===== src/rtl/prio_arb_pkg.sv =====
// Package: shared types for the priority interrupt arbiter.
// Assumes: nothing beyond IEEE 1800-2017.
package prio_arb_pkg;
    // Handshake state of the grant engine
    typedef enum logic {ARB_IDLE, ARB_WAIT} arb_state_e;
endpackage


===== src/rtl/arb_pend.sv =====
// arb_pend: latches software level requests and presents the full
// pending vector (hardware levels low, software levels high).
// Assumes: sw_clr is one-hot0 and names a level being taken this cycle.
module arb_pend #(
    parameter int N_HW = 4,
    parameter int N_SW = 4,
    localparam int N_LVL = N_HW + N_SW
) (
    input  logic             clk,
    input  logic             rst_n,
    input  logic [N_HW-1:0]  dev_req,
    input  logic [N_SW-1:0]  sw_raise,
    input  logic [N_SW-1:0]  sw_clr,
    output logic [N_LVL-1:0] pend
);
    logic [N_SW-1:0] sw_pend_q;

    // Software pending bits: raise wins over clear of the same bit
    always_ff @(posedge clk) begin
        if (!rst_n) sw_pend_q <= '0;
        else        sw_pend_q <= (sw_pend_q & ~sw_clr) | sw_raise;
    end

    // Combined pending vector, level 0 at bit 0
    always_comb pend = {sw_pend_q, dev_req};

    // A cleared request drops unless raised again in the same cycle
    p_sw_clear_r6: assert property (@(posedge clk) disable iff (!rst_n)
        (|(sw_clr & ~sw_raise)) |=> ((sw_pend_q & $past(sw_clr & ~sw_raise)) == '0));
endmodule


===== src/rtl/arb_stack.sv =====
// arb_stack: in-service level stack as a bit set; the lowest set bit is
// the current level. Produces the mask of levels allowed to preempt.
// Assumes: push only names levels more urgent than the current one.
module arb_stack #(
    parameter int N_LVL = 8,
    localparam int LVL_W = $clog2(N_LVL)
) (
    input  logic             clk,
    input  logic             rst_n,
    input  logic [N_LVL-1:0] push,
    input  logic             debreak,
    output logic [N_LVL-1:0] above_mask,
    output logic             active_any,
    output logic [LVL_W-1:0] active_lvl
);
    localparam logic [N_LVL-1:0] ONE = {{(N_LVL-1){1'b0}}, 1'b1};

    logic [N_LVL-1:0] act_q;
    logic [N_LVL-1:0] top_bit;

    // Isolate the most urgent level in service
    always_comb top_bit = act_q & (~act_q + ONE);

    // Levels strictly more urgent than the current one may preempt
    always_comb above_mask = (|act_q) ? (top_bit - ONE) : '1;

    // Encode the most urgent level in service
    always_comb begin
        active_lvl = '0;
        for (int i = N_LVL - 1; i >= 0; i--)
            if (act_q[i]) active_lvl = LVL_W'(i);
    end

    always_comb active_any = |act_q;

    // Retire the top level on debreak, then record the new level
    always_ff @(posedge clk) begin
        if (!rst_n) act_q <= '0;
        else        act_q <= (act_q & ~(debreak ? top_bit : '0)) | push;
    end

    p_push_above_r7: assert property (@(posedge clk) disable iff (!rst_n)
        (|push) |-> ((push & ~above_mask) == '0));
    p_push_lands_r5: assert property (@(posedge clk) disable iff (!rst_n)
        (|push) |=> ((act_q & $past(push)) == $past(push)));
    p_debreak_one_r8: assert property (@(posedge clk) disable iff (!rst_n)
        (debreak && (|act_q) && !(|push)) |=> ($countones(act_q) == $countones($past(act_q)) - 1));
    p_push_onehot_r3: assert property (@(posedge clk) disable iff (!rst_n)
        $onehot0(push));
endmodule


===== src/rtl/arb_grant.sv =====
// arb_grant: on a sync pulse, picks the most urgent eligible level. A
// hardware level gets a grant that is held until the device vector
// arrives; a software level traps at once with a fixed vector.
// Assumes: dev_vec_valid is only driven while a grant is outstanding.
module arb_grant
    import prio_arb_pkg::*;
#(
    parameter int N_HW = 4,
    parameter int N_SW = 4,
    parameter int VEC_W = 6,
    parameter int SW_VEC_BASE = 32,
    localparam int N_LVL = N_HW + N_SW
) (
    input  logic             clk,
    input  logic             rst_n,
    input  logic             sync_pulse,
    input  logic             sys_en_cmd,
    input  logic             sys_dis_cmd,
    input  logic [N_LVL-1:0] pend,
    input  logic [N_LVL-1:0] above_mask,
    input  logic [VEC_W-1:0] dev_vec,
    input  logic             dev_vec_valid,
    output logic [N_HW-1:0]  dev_grant,
    output logic [N_LVL-1:0] push,
    output logic             trap_valid,
    output logic [VEC_W-1:0] trap_vec
);
    localparam logic [N_LVL-1:0] ONE = {{(N_LVL-1){1'b0}}, 1'b1};

    arb_state_e       state_q;
    logic             en_q;
    logic [N_HW-1:0]  grant_q;
    logic [N_LVL-1:0] elig, pick;
    logic             start, pick_sw, done_hw;
    int               pick_idx;

    // Eligible levels and the winner (lowest index)
    always_comb begin
        elig     = pend & above_mask;
        pick     = elig & (~elig + ONE);
        pick_idx = 0;
        for (int i = N_LVL - 1; i >= 0; i--)
            if (pick[i]) pick_idx = i;
        pick_sw  = |pick[N_LVL-1:N_HW];
        start    = sync_pulse && en_q && (state_q == ARB_IDLE) && (|elig);
        done_hw  = (state_q == ARB_WAIT) && dev_vec_valid;
    end

    // Level entering service this cycle
    always_comb begin
        push = '0;
        if (done_hw)             push = {{N_SW{1'b0}}, grant_q};
        else if (start && pick_sw) push = pick;
    end

    // System enable flag: disable wins
    always_ff @(posedge clk) begin
        if (!rst_n)           en_q <= 1'b0;
        else if (sys_dis_cmd) en_q <= 1'b0;
        else if (sys_en_cmd)  en_q <= 1'b1;
    end

    // Grant handshake and trap strobe
    always_ff @(posedge clk) begin
        if (!rst_n) begin
            state_q    <= ARB_IDLE;
            grant_q    <= '0;
            trap_valid <= 1'b0;
            trap_vec   <= '0;
        end else begin
            trap_valid <= 1'b0;
            if (done_hw) begin
                state_q    <= ARB_IDLE;
                grant_q    <= '0;
                trap_valid <= 1'b1;
                trap_vec   <= dev_vec;
            end else if (start) begin
                if (pick_sw) begin
                    trap_valid <= 1'b1;
                    trap_vec   <= VEC_W'(SW_VEC_BASE + pick_idx - N_HW);
                end else begin
                    state_q <= ARB_WAIT;
                    grant_q <= pick[N_HW-1:0];
                end
            end
        end
    end

    always_comb dev_grant = grant_q;

    p_grant_onehot_r3: assert property (@(posedge clk) disable iff (!rst_n)
        $onehot0(grant_q));
    p_grant_on_sync_r3: assert property (@(posedge clk) disable iff (!rst_n)
        ((|grant_q) && !$past(|grant_q)) |-> $past(sync_pulse));
    p_no_grant_disabled_r2: assert property (@(posedge clk) disable iff (!rst_n)
        (!en_q && !(|grant_q)) |=> !(|grant_q));
    p_grant_held_r10: assert property (@(posedge clk) disable iff (!rst_n)
        ((|grant_q) && !dev_vec_valid) |=> ($stable(grant_q) && !trap_valid));
endmodule


===== src/rtl/prio_intr_arb.sv =====
// prio_intr_arb: top of the eight-level priority interrupt arbiter.
// Ties the pending latch, the grant engine and the in-service stack.
// Assumes: inputs synchronous to clk; sync_pulse one cycle wide.
module prio_intr_arb #(
    parameter int N_HW = 4,
    parameter int N_SW = 4,
    parameter int VEC_W = 6,
    parameter int SW_VEC_BASE = 32,
    localparam int N_LVL = N_HW + N_SW,
    localparam int LVL_W = $clog2(N_LVL)
) (
    input  logic             clk,
    input  logic             rst_n,
    input  logic             sync_pulse,
    input  logic             sys_en_cmd,
    input  logic             sys_dis_cmd,
    input  logic [N_HW-1:0]  dev_req,
    output logic [N_HW-1:0]  dev_grant,
    input  logic [VEC_W-1:0] dev_vec,
    input  logic             dev_vec_valid,
    input  logic [N_SW-1:0]  sw_raise,
    input  logic             debreak,
    output logic             trap_valid,
    output logic [VEC_W-1:0] trap_vec,
    output logic             active_any,
    output logic [LVL_W-1:0] active_lvl
);
    logic [N_LVL-1:0] pend, above_mask, push;

    arb_pend #(.N_HW(N_HW), .N_SW(N_SW)) u_pend (
        .clk(clk), .rst_n(rst_n), .dev_req(dev_req), .sw_raise(sw_raise),
        .sw_clr(push[N_LVL-1:N_HW]), .pend(pend)
    );

    arb_grant #(.N_HW(N_HW), .N_SW(N_SW), .VEC_W(VEC_W), .SW_VEC_BASE(SW_VEC_BASE)) u_grant (
        .clk(clk), .rst_n(rst_n), .sync_pulse(sync_pulse), .sys_en_cmd(sys_en_cmd),
        .sys_dis_cmd(sys_dis_cmd), .pend(pend), .above_mask(above_mask),
        .dev_vec(dev_vec), .dev_vec_valid(dev_vec_valid), .dev_grant(dev_grant),
        .push(push), .trap_valid(trap_valid), .trap_vec(trap_vec)
    );

    arb_stack #(.N_LVL(N_LVL)) u_stack (
        .clk(clk), .rst_n(rst_n), .push(push), .debreak(debreak),
        .above_mask(above_mask), .active_any(active_any), .active_lvl(active_lvl)
    );
endmodule


===== config.mk =====
export PLATFORM = sky130hd
export DESIGN_NAME = prio_intr_arb
export DESIGN_NICKNAME = d
export VERILOG_FILES = /design/src/rtl/prio_arb_pkg.sv /design/src/rtl/arb_pend.sv /design/src/rtl/arb_stack.sv /design/src/rtl/arb_grant.sv /design/src/rtl/prio_intr_arb.sv
export SDC_FILE = /design/constraint.sdc
export NUM_CORES = 1
export LEC_CHECK = 0
export CAP_MARGIN = 0
export CORE_MARGIN = 2
export CORE_UTILIZATION = 40
export CTS_CLUSTER_SIZE = 14
export DETAILED_ROUTE_END_ITERATION = 12
export PLACE_DENSITY = 0.79
export SYNTH_ARGS = -nofsm -noshare
export SYNTH_HDL_FRONTEND = slang
export SYNTH_SLANG_ARGS = --single-unit

===== constraint.sdc =====
create_clock -name clk -period 2.62 [get_ports clk]
set_input_delay 0.524 -clock clk [delete_from_list [all_inputs] [get_ports clk]]
set_output_delay 0.524 -clock clk [all_outputs]
set_load 0.02 [all_outputs]

==> impl_results.md <==
- Design area: 1747 sq um
- Fraction of layout cells with a size suffix above 1: 9.375%
- Setup Buffers After CTS: 0
- Syn. warnings: 0
- Worst Path Arrival: 1950 ps
- Root Driver: clkbuf_4
- Vias in the first global route: 1187
- I/O pins: 36
- Final Util: 53.18%
- Total GRT Usage: 18.08%
- Worst-path fanout max: 6
- Setup-failing EPs final: 0
- Cells after Synth: 158
- Initial Util: 40.95%
- Worst vdd ir: 0.0001666 V
- Cell Rows: 21
- H-tree depth: 1
- Synth Register Bits: 25
- DRC viols: 0
- Ys async rst share: 0%
- Period utilisation layout: 94.27%
- Critical path class: reg2out
- Max cap viols: 0
- Syn avg cell area: 8.513 sq um
- Fmax: 404.9 MHz
- CP Capture Type: output port
- Detailed Route WL: 3101 um
- Pin count of the biggest net entering global routing: 20
- Area Growth Syn to Fin: 29.86%
- Max Slew Vio Count: 0
- Pwr Density: 390.2 nW/um^2
- Worst EP required: 2100 ps
- Status: completed
- CTS Buffer Depth: 2
- Max_slew headroom: 68.64%
- Congestion Overflow GR: 0
- Crit path launch type: flip-flop
- Worst hold path type: reg2reg
- Routed len/inst: 13.03 um
- Placed instance area: 1715 sq um
- GP Congestion: 0.8980
- Worst skew pair latency: 330 ps
- Total clock sinks: 25
- Leakage: 0.6477 nW
- Min Clock Period, post-route: 2470 ps
- Detail-routed via count per cell: 5.399
- Sum Neg Setup Slack: 0 ps
- Initial antenna violation count: 0
- Die ar.: 3842 sq um
- Diode count: 0
- Post-synthesis sequential area ratio: 37.21%
- TritonCTS buffer count: 3
- Clock slew at reported path FFs: 160 ps
- Final Hold Viols: 0
- Die W: 61.99 um
- Post-Syn Nets: 179
- First DRT Iteration DRCs: 87
- R2r setup slk: 740 ps
- Area of the core: 3284 sq um
- Nets@finish: 214
- Detailed Place HPWL: 2368 um
- Detailed Routing Iterations Pass 1: 4
- Port Buffer Count: 35
- Post-route antenna net violation count: 0
- Top FF cell, synth: dfxtp_1
- Multi-input combinational cell area: 735.7 sq um
- Worst-margin pin slew: 470.4 ps
- Vias: 1285
- Register Area: 500.5 sq um
- CTS tree: built
- Synth cell types: 46
- Total chip power: 0.6815 mW
- DIE HEIGHT: 61.99 um
- Post-synth EDFFs: 0
- Max Clock Skew: 9.212 ps
- Layout fillers: 332
- Synth Cell Area: 1345 sq um
- Post-cts sizing count: 1
- RSZ-0062 raised after global routing: no
- # hold bufs at CTS: 0
- First-pass GRT wire length: 5216 um
-- synth_stat cells, types with 2 or more instances --
master,instances,area share (%)
a21boi_0,3,1.7
a21oi_1,7,2.6
a22oi_1,2,1.1
a31oi_1,4,1.9
and2_1,2,0.93
buf_6,4,3.3
clkbuf_1,3,0.84
clkbuf_2,2,0.74
dfxtp_1,25,37
inv_1,9,2.5
mux2i_1,3,2.2
nand2_1,13,3.6
nand2b_1,2,0.93
nand3_1,10,3.7
nand4_1,4,1.9
nor2_1,10,2.8
nor2b_1,5,2.3
nor3_1,5,1.9
nor4_1,2,0.93
o21a_1,5,2.8
o21ai_0,11,4.1
o31a_1,3,2.0
-- layout make-up --
class,instances,area share [%]
Multi-Input combinational cell,114,42.12
Sequential cell,25,28.65
Timing Repair Buffer,40,22.28
Tap cell,46,3.295
Inverter,9,1.934
Clock buffer,3,1.289
Clock inverter,1,0.4298
-- path summary, 6_finish.rpt --
kind | from | endpoint | cells after the start
worst max-delay path | u_stack.act_q[3] | active_any | 4
worst min-delay path | u_grant.trap_vec[2] | u_grant.trap_vec[2] | 2
worst max register to register | u_stack.act_q[3] | u_grant.trap_vec[1] | 5
worst min register to register | u_grant.trap_vec[2] | u_grant.trap_vec[2] | 2
-- metrics by stage --
step / instances / hold WS (ps) / setup slack [ps]
6_report: 238 / 488.1 / 150.0
5_1_grt: 238 / 517.8 / 2.441
4_1_cts: 238 / 496.3 / 20.83
3_5_place_dp: 234 / 476.6 / 292.0
3_3_place_gp: 234 / 463.4 / 351.0
2_1_floorplan: 158 / 476.9 / 695.0
-- worst max-delay path: stages, from the launching register on --
cell,delay (ps)
dfxtp_1,400
or4_1,600
nor3_1,230
nand2_1,70
dlygate4sd2_1,320
-- per-layer routing --
layer | vias up | GRT usage, % | wire length (um)
li1 | 644 | - | -
met1 | 597 | 25.83 | 1453
met2 | 42 | 27.98 | 1451
met3 | 2 | 3.106 | 178
met4 | 0 | 5.167 | 19
met5 | - | 0 | 0
-- cells by family (layout without fill, tap and decap cells) --
group / after synthesis / in the layout / synth area share [%]
multiplexers: 4 / 4 / 3.070
flip-flops: 25 / 25 / 37.21
AO/OA/AOI/OAI: 46 / 46 / 25.02
buffers and inverters: 19 / 53 / 8.093
AND/OR/NAND/NOR: 64 / 64 / 26.61
-- placed cells by master, fill, tap and decap left out, types with 2 or more instances in the layout --
| cell | synthesis | routed |
|---|---|---|
| mux2i_1 | 3 | 3 |
| nor3_1 | 5 | 5 |
| nand4_1 | 4 | 4 |
| o21a_1 | 5 | 5 |
| nor2_1 | 10 | 10 |
| dfxtp_1 | 25 | 25 |
| inv_1 | 9 | 9 |
| a22oi_1 | 2 | 2 |
| a21oi_1 | 7 | 7 |
| o21ai_0 | 11 | 11 |
| clkbuf_4 | 0 | 3 |
| nand3_1 | 10 | 10 |
| a31oi_1 | 4 | 4 |
| buf_4 | 0 | 5 |
| and2_1 | 2 | 2 |
| nor2b_1 | 5 | 5 |
| nand2_1 | 13 | 13 |
| a21boi_0 | 3 | 3 |
| o31a_1 | 3 | 3 |
| nor4_1 | 2 | 2 |
| nand2b_1 | 2 | 2 |
| clkdlybuf4s50_1 | 0 | 33 |
-- report_power, final --
| group | leakage, nW | switching (mW) | internal (mW) |
|---|---|---|---|
| Sequential | 0.203 | 0.00683 | 0.389 |
| Clock | 0.0139 | 0.128 | 0.0584 |
| Combinational | 0.431 | 0.0447 | 0.0551 |
| Total | 0.648 | 0.179 | 0.502 |
-- registers in the layout, indices dropped and copies added (netlist names) --
register / cells
u_grant.trap_valid: 1
u_grant.state_q: 1
u_pend.sw_pend_q: 4
u_grant.trap_vec: 6
u_stack.act_q: 8
u_grant.en_q: 1
u_grant.dev_grant: 4
(Power assumes the default switching activity.)
